==> src/rtl/dadj_pkg.sv <==
package dadj_pkg;
  localparam int unsigned ACC_BYTE_W = 8;
  localparam int unsigned ACC_DIG_W  = ACC_BYTE_W / 2;
  localparam int unsigned ACC_PAIR_W = 2 * ACC_BYTE_W;
  localparam int unsigned OP_W       = 3;

  typedef enum logic [OP_W-1:0] {
    OP_PK_ADD = 3'd0,
    OP_PK_SUB = 3'd1,
    OP_UP_ADD = 3'd2,
    OP_UP_SUB = 3'd3,
    OP_SPLIT  = 3'd4,
    OP_FOLD   = 3'd5
  } dadj_op_e;

  typedef struct packed {
    logic [ACC_BYTE_W-1:0] hi;
    logic [ACC_BYTE_W-1:0] lo;
    logic                  cf;
    logic                  af;
  } acc_res_t;
endpackage

==> src/rtl/dadj_packed.sv <==
module dadj_packed
  import dadj_pkg::*;
(
  input  logic                  sub_i,
  input  logic [ACC_BYTE_W-1:0] al_i,
  input  logic                  cf_i,
  input  logic                  af_i,
  output logic [ACC_BYTE_W-1:0] al_o,
  output logic                  cf_o,
  output logic                  af_o
);
  localparam logic [ACC_DIG_W-1:0]  DIG_MAX = ACC_DIG_W'(9);
  localparam logic [ACC_BYTE_W:0]   LO_CORR = (ACC_BYTE_W+1)'(6);
  localparam logic [ACC_BYTE_W-1:0] HI_CORR = ACC_BYTE_W'(6) << ACC_DIG_W;

  logic                  lo_fix, hi_fix;
  logic [ACC_BYTE_W:0]   step1;
  logic [ACC_BYTE_W:0]   lo_amt;
  logic [ACC_BYTE_W-1:0] hi_amt;

  always_comb begin
    lo_fix = (al_i[ACC_DIG_W-1:0] > DIG_MAX) || af_i;
    lo_amt = lo_fix ? LO_CORR : '0;
    step1  = sub_i ? ({1'b0, al_i} - lo_amt) : ({1'b0, al_i} + lo_amt);
    // step1 top bit is the carry (add) or borrow (sub) of the low step
    hi_fix = cf_i || step1[ACC_BYTE_W] ||
             (step1[ACC_BYTE_W-1:ACC_DIG_W] > DIG_MAX);
    hi_amt = hi_fix ? HI_CORR : '0;
    al_o   = sub_i ? (step1[ACC_BYTE_W-1:0] - hi_amt)
                   : (step1[ACC_BYTE_W-1:0] + hi_amt);
    cf_o   = hi_fix;
    af_o   = lo_fix;
  end
endmodule

==> src/rtl/dadj_unpacked.sv <==
module dadj_unpacked
  import dadj_pkg::*;
(
  input  logic                  sub_i,
  input  logic [ACC_BYTE_W-1:0] ah_i,
  input  logic [ACC_BYTE_W-1:0] al_i,
  input  logic                  af_i,
  output logic [ACC_BYTE_W-1:0] ah_o,
  output logic [ACC_BYTE_W-1:0] al_o,
  output logic                  flag_o
);
  localparam logic [ACC_DIG_W-1:0]  DIG_MAX = ACC_DIG_W'(9);
  localparam logic [ACC_BYTE_W-1:0] CORR    = ACC_BYTE_W'(6);
  localparam logic [ACC_BYTE_W-1:0] ONE     = ACC_BYTE_W'(1);

  logic                  fix;
  logic [ACC_BYTE_W-1:0] al_adj;

  always_comb begin
    fix    = (al_i[ACC_DIG_W-1:0] > DIG_MAX) || af_i;
    al_adj = al_i;
    ah_o   = ah_i;
    if (fix) begin
      al_adj = sub_i ? (al_i - CORR) : (al_i + CORR);
      ah_o   = sub_i ? (ah_i - ONE)  : (ah_i + ONE);
    end
    al_o   = {{(ACC_BYTE_W-ACC_DIG_W){1'b0}}, al_adj[ACC_DIG_W-1:0]};
    flag_o = fix;
  end
endmodule

==> src/rtl/dadj_radix.sv <==
module dadj_radix
  import dadj_pkg::*;
(
  input  logic                  fold_i,
  input  logic [ACC_BYTE_W-1:0] ah_i,
  input  logic [ACC_BYTE_W-1:0] al_i,
  output logic [ACC_BYTE_W-1:0] ah_o,
  output logic [ACC_BYTE_W-1:0] al_o
);
  localparam logic [ACC_BYTE_W-1:0] RADIX = ACC_BYTE_W'(10);

  always_comb begin
    if (fold_i) begin
      ah_o = '0;
      al_o = ah_i * RADIX + al_i;
    end else begin
      ah_o = al_i / RADIX;
      al_o = al_i % RADIX;
    end
  end
endmodule

==> src/rtl/dadj_unit.sv <==
module dadj_unit
  import dadj_pkg::*;
(
  input  logic                  clk_i,
  input  logic                  rst_ni,
  input  logic                  start_i,
  input  logic [OP_W-1:0]       op_i,
  input  logic [ACC_PAIR_W-1:0] ax_i,
  input  logic                  cf_i,
  input  logic                  af_i,
  output logic [ACC_PAIR_W-1:0] ax_o,
  output logic                  cf_o,
  output logic                  af_o,
  output logic                  valid_o
);
  logic [ACC_BYTE_W-1:0] ah_in, al_in;
  assign ah_in = ax_i[ACC_PAIR_W-1:ACC_BYTE_W];
  assign al_in = ax_i[ACC_BYTE_W-1:0];

  logic [ACC_BYTE_W-1:0] pk_al;
  logic                  pk_cf, pk_af;
  logic [ACC_BYTE_W-1:0] up_ah, up_al;
  logic                  up_flag;
  logic [ACC_BYTE_W-1:0] rx_ah, rx_al;

  dadj_packed u_packed (
    .sub_i (op_i == OP_PK_SUB),
    .al_i  (al_in),
    .cf_i  (cf_i),
    .af_i  (af_i),
    .al_o  (pk_al),
    .cf_o  (pk_cf),
    .af_o  (pk_af)
  );

  dadj_unpacked u_unpacked (
    .sub_i  (op_i == OP_UP_SUB),
    .ah_i   (ah_in),
    .al_i   (al_in),
    .af_i   (af_i),
    .ah_o   (up_ah),
    .al_o   (up_al),
    .flag_o (up_flag)
  );

  dadj_radix u_radix (
    .fold_i (op_i == OP_FOLD),
    .ah_i   (ah_in),
    .al_i   (al_in),
    .ah_o   (rx_ah),
    .al_o   (rx_al)
  );

  acc_res_t nxt, res_q;

  always_comb begin
    nxt = '{hi: ah_in, lo: al_in, cf: cf_i, af: af_i};
    case (dadj_op_e'(op_i))
      OP_PK_ADD, OP_PK_SUB: nxt = '{hi: ah_in, lo: pk_al, cf: pk_cf, af: pk_af};
      OP_UP_ADD, OP_UP_SUB: nxt = '{hi: up_ah, lo: up_al, cf: up_flag, af: up_flag};
      OP_SPLIT, OP_FOLD:    nxt = '{hi: rx_ah, lo: rx_al, cf: cf_i, af: af_i};
      default:              ;
    endcase
  end

  always_ff @(posedge clk_i or negedge rst_ni) begin
    if (!rst_ni) begin
      res_q   <= '0;
      valid_o <= 1'b0;
    end else begin
      valid_o <= start_i;
      if (start_i) res_q <= nxt;
    end
  end

  assign ax_o = {res_q.hi, res_q.lo};
  assign cf_o = res_q.cf;
  assign af_o = res_q.af;
endmodule

==> config.mk <==
export PLATFORM = sky130hd
export DESIGN_NAME = dadj_unit
export DESIGN_NICKNAME = d
export VERILOG_FILES = /design/src/rtl/dadj_pkg.sv /design/src/rtl/dadj_packed.sv /design/src/rtl/dadj_unpacked.sv /design/src/rtl/dadj_radix.sv /design/src/rtl/dadj_unit.sv
export SDC_FILE = /design/constraint.sdc
export NUM_CORES = 1
export LEC_CHECK = 0
export CAP_MARGIN = 20
export CORE_MARGIN = 2
export CORE_UTILIZATION = 60
export CTS_CLUSTER_SIZE = 20
export DETAILED_ROUTE_END_ITERATION = 10
export PLACE_DENSITY_LB_ADDON = 0.12
export SYNTH_ARGS = -nofsm -noshare
export SYNTH_HDL_FRONTEND = slang
export SYNTH_SLANG_ARGS = --single-unit
==> constraint.sdc <==
create_clock -name clk_i -period 1.1 [get_ports clk_i]
set_input_delay 0.22 -clock clk_i [delete_from_list [all_inputs] [get_ports clk_i]]
set_output_delay 0.22 -clock clk_i [all_outputs]
set_load 0.1 [all_outputs]
==> results of run 1 <==
==> synth_stat cells, types with 7 or more instances <==
| master | instances |
|---|---|
| nor2_1 | 31 |
| a31oi_1 | 7 |
| inv_1 | 14 |
| xnor2_1 | 21 |
| nor3_1 | 11 |
| buf_2 | 8 |
| xor2_1 | 7 |
| ha_1 | 30 |
| a21oi_1 | 41 |
| clkbuf_1 | 14 |
| nand3_1 | 7 |
| o21ai_0 | 27 |
| nand2_1 | 25 |
| a21o_1 | 10 |
| nor2b_1 | 9 |
| o211ai_1 | 7 |
| dfrtp_1 | 19 |
==> through the flow <==
step	setup slack, ps	hold WS, ps	std cells
3_3_place_gp	-2810	507	558
3_5_place_dp	-3050	525	558
2_1_floorplan	-2290	-75.6	384
==> cell families after synthesis <==
logic type / Yosys count
compound gates: 144
simple gates: 111
buf+inv: 42
fa+ha+maj: 34
xor+xnor: 28
flops: 19
mux: 6
==> flow_metrics.tcl, run 1 <==
set metrics [dict create \
    ys_ff_latch 19 \
    synthSimpleGateAreaFrac_pct 18.9 \
    synthMuxAreaShare_pct 2.18 \
    rows 25 \
    hpwl_mm 8.76 \
    yosys_warnings 0 \
    post_dp_cell_area_mm2 0.00435 \
    ys_seq_area_share_pct 16.2 \
    cts_setup_buffers 40 \
    synthXorXnorAreaFrac_pct 8.36 \
    yosysTopAreaCellShare_pct 16.2 \
    synthAdderAreaFrac_pct 15.5 \
    post_cts_resize_count 197 \
    clock-sinks 19 \
    cts_root_buf "clkbuf_8" \
    synth_compound_area_share_pct 32.8 \
    synthTopCellsByArea "dfrtp_1 16%, ha_1 13%, a21oi_1 7.0%" \
    cts_max_path_buffers 2 \
    firstError "[ERROR DPL-0038] Utilization greater than 100%, impossible to legalize" \
    die_height_um 73.9 \
    ys.flop_type "dfrtp_1" \
    ctsHtreeMaxLevel 1 \
    cts_buffers 3 \
    synthArstFlopShare_pct 100 \
    synthDistinctLibCells 59 \
    haltStage "4_1_cts" \
    start_util_pct 62.1 \
    fp.dieW_um 73.9 \
    syn-num-nets 442 \
    port_buffers 42 \
    postCtsHoldBufs 0 \
    status "did not finish" \
    io_pins 43 \
    synthesis.area_mm2 0.00293 \
    synth_edf_count 0 \
    syn_area_per_cell_um2 7.64 \
    synth_top_family_by_area "compound AO/OA/AOI/OAI gates" \
    syn_inst 384 \
    gp_congestion 0.904 \
    synth_area_leader_cell "dfrtp_1" \
]
==> inputs of run 2 (changes only) <==
--- a/config.mk
+++ b/config.mk
@@ -7,10 +7,9 @@
 export LEC_CHECK = 0
 export CAP_MARGIN = 20
 export CORE_MARGIN = 2
-export CORE_UTILIZATION = 60
-export CTS_CLUSTER_SIZE = 20
+export CORE_UTILIZATION = 40
 export DETAILED_ROUTE_END_ITERATION = 10
-export PLACE_DENSITY_LB_ADDON = 0.12
+export PLACE_DENSITY_LB_ADDON = 0.15
 export SYNTH_ARGS = -nofsm -noshare
 export SYNTH_HDL_FRONTEND = slang
 export SYNTH_SLANG_ARGS = --single-unit
==> run 2 against run 1 <==
Effect of this change:
- the flow now finishes, with violations (negative setup slack)
- synthesized area unchanged
- synthesized cell count unchanged
==> flow_metrics.tcl, run 2 <==
set metrics [dict create \
    status "finished, violations left" \
    violations "negative setup slack" \
    rows 31 \
    critPathBufInv 4 \
    syn-num-nets 442 \
    grt_usage_pct 31.5 \
    die_height_um 89.6 \
    grt_max_degree 23 \
    grt_pass1_wl_mm 19.6 \
    ys.flop_type "dfrtp_1" \
    setup_tns_ps -18810 \
    drtPass1Iterations 7 \
    rsz0062_at_grt "true" \
    fmax_mhz 310 \
    postCtsHoldBufs 0 \
    dp_cells 591 \
    grt_antenna_before_repair 0 \
    power_density_mw_per_mm2 1020 \
    maxSlewHeadroom_pct 45.0 \
    synthesis.area_mm2 0.00293 \
    cts_max_path_buffers 2 \
    crit_required_ps 1240 \
    synth_edf_count 0 \
    peakVddDrop_mv 1.05 \
    yosysTopAreaCellShare_pct 16.2 \
    p_leak_nw 2.45 \
    drv_cap 0 \
    worstMarginPinSlew_ps 825 \
    critical_path_class "in2reg" \
    cpPeakStageDelay_ps 350 \
    synthTopCellsByArea "dfrtp_1 16%, ha_1 13%, a21oi_1 7.0%" \
    drcViolationCount 0 \
    crit_arrival_ps 3370 \
    fin_nets 609 \
    slowest_stage "a222oi_1" \
    vias_per_cell 6.15 \
    dr.first_iter.drc_count 346 \
    wirelength_mm 13.3 \
    cts_tree "done" \
    synthDistinctLibCells 59 \
    cts_buffers 3 \
    grt_overflow 0 \
    critPathCaptureType "flop" \
    fin_skew_ps 0 \
    area_growth_pct 95.9 \
    yosys_warnings 0 \
    cp_cell_sequence "buf_12, clkinv_8, nand2_4, a21o_4, nand3_4, ha_4, nor2b_4, o31ai_2, buf_4, a21oi_1, nor2_1, xor2_1, and3_4, nand3b_1, ha_4, o21a_1, buf_4, nor2_2, a222oi_1, a21oi_1" \
    hold_viol 0 \
    start_util_pct 40.9 \
    synth.most_common_cell "a21oi_1" \
    hold_path.class "in2async" \
    crit_family "compound AO/OA/AOI/OAI gates" \
    cts_root_buf "clkbuf_8" \
    clock-sinks 19 \
    min_period_ps 3230 \
    syn_inst 384 \
    die-area_mm2 0.00803 \
    holdWs_ps 279 \
    clkTransAtPathRegs_ps 90 \
    gp_congestion 0.907 \
    syn_area_per_cell_um2 7.64 \
    synth_area_leader_cell "dfrtp_1" \
    ctsHtreeMaxLevel 1 \
    n_antenna_cell 0 \
    ys_ff_latch 19 \
    port_buffers 42 \
    insertion_delay_ps 260 \
    post-route-period-util_pct 293 \
    final_common_cell "buf_4" \
    cp_max_fo 3 \
    final_cell_mix "105 x buf_4, 32 x a21oi_1, 30 x buf_12, 27 x nor2_1, 25 x buf_6" \
    io_pins 43 \
    num_vias 3989 \
    grt_pass1_vias 3875 \
    setup_ws_ps -2130 \
    largest_reg_flops 16 \
    hpwl_mm 7.36 \
    wire_per_inst_um 20.4 \
    core_mm2 0.00718 \
    fp.dieW_um 89.6 \
    final-instance-count-excl-fill 649 \
    final_antenna_net_count 0 \
    synth_commonest_cells "41 x a21oi_1, 31 x nor2_1, 30 x ha_1" \
    layout-drive-gt1-share_pct 54.2 \
    ys_seq_area_share_pct 16.2 \
    start_kind "input pin" \
    setup_violations 22 \
    drv_slew 0 \
    synthArstFlopShare_pct 100 \
]
## run 2: what timing repair did
action	CTS	global route
buffers inserted	33	14
pin swaps	66	34
cloned	8	0
endpoints found under the setup margin	19	26
resized for setup	172	46
## run 2: power breakdown
group	leakage, nW	internal [W]	switching, W
registers	0.203	0.000814	0.000115
logic	2.22	0.00211	0.00226
clock network	0.0255	0.000254	0.000289
total	2.45	0.00318	0.00266
## run 2: final timing paths
| path | from | end | slack, ps | cells past startpoint |
|---|---|---|---|---|
| worst max-delay path | ax_i[2] | ax_o[6] | -2130 | 20 |
| worst min-delay path | rst_ni | ax_o[6] | 280 | 2 |
| worst min register to register | ax_o[8] | ax_o[8] | 540 | 1 |
| worst max register to register | ax_o[1] | ax_o[1] | 250 | 2 |
| min in group clk_i | op_i[2] | ax_o[7] | 390 | 5 |
| max in group asynchronous | rst_ni | ax_o[10] | 660 | 2 |
## run 2: cell families (layout without fill, tap and decap cells)
| family | count (synthesis) | after routing | share of synthesized area, % |
|---|---|---|---|
| AO/OA/AOI/OAI | 144 | 144 | 32.8 |
| XOR/XNOR | 28 | 28 | 8.36 |
| adder cells (fa/ha/maj) | 34 | 34 | 15.5 |
| buffers and inverters | 42 | 208 | 5.97 |
| flip-flops | 19 | 19 | 16.2 |
| multiplexers | 6 | 6 | 2.18 |
| AND/OR/NAND/NOR | 111 | 111 | 18.9 |
## run 2: worst register-to-register path, delay by kind of cell (launching register included)
kind | cells | cell delay [ps]
flops | 1 | 430
compound gates | 1 | 180
simple gates | 1 | 130
## run 2: routing by layer
| layer | vias to the layer above | track usage [%] | routed length (um) |
|---|---|---|---|
| met5 | - | 0 | 0 |
| met4 | 0 | 13.0 | 690 |
| met3 | 75 | 4.57 | 820 |
| met2 | 229 | 54.5 | 6570 |
| met1 | 1926 | 39.1 | 5180 |
| li1 | 1759 | - | - |
## run 2: area by class of cell
type                    count  area (um^2)
fillers                   414         1430
well taps                  99          124
clock buffers               3         41.3
clock inverters             1         5.00
flip-flops and latches     19          499
inverters                  15         78.8
multi-input cells         323         2960
repair buffers            189         2040
## run 2: per-stage QoR
| stage | setup slack [ps] | instance area [um^2] | power [W] | util [%] |
|---|---|---|---|---|
| 6_report | -2130 | 5750 | 0.00584 | 80.1 |
| 5_1_grt | -2220 | 5750 | 0.00609 | 80.1 |
| 4_1_cts | -2010 | 5420 | 0.00534 | 75.5 |
| 3_5_place_dp | -2930 | 4410 | 0.00427 | 61.5 |
| 3_3_place_gp | -2820 | 4410 | 0.00421 | 61.5 |
| 2_1_floorplan | -2290 | 3110 | 0.00295 | - |
(Power assumes the default switching activity.)
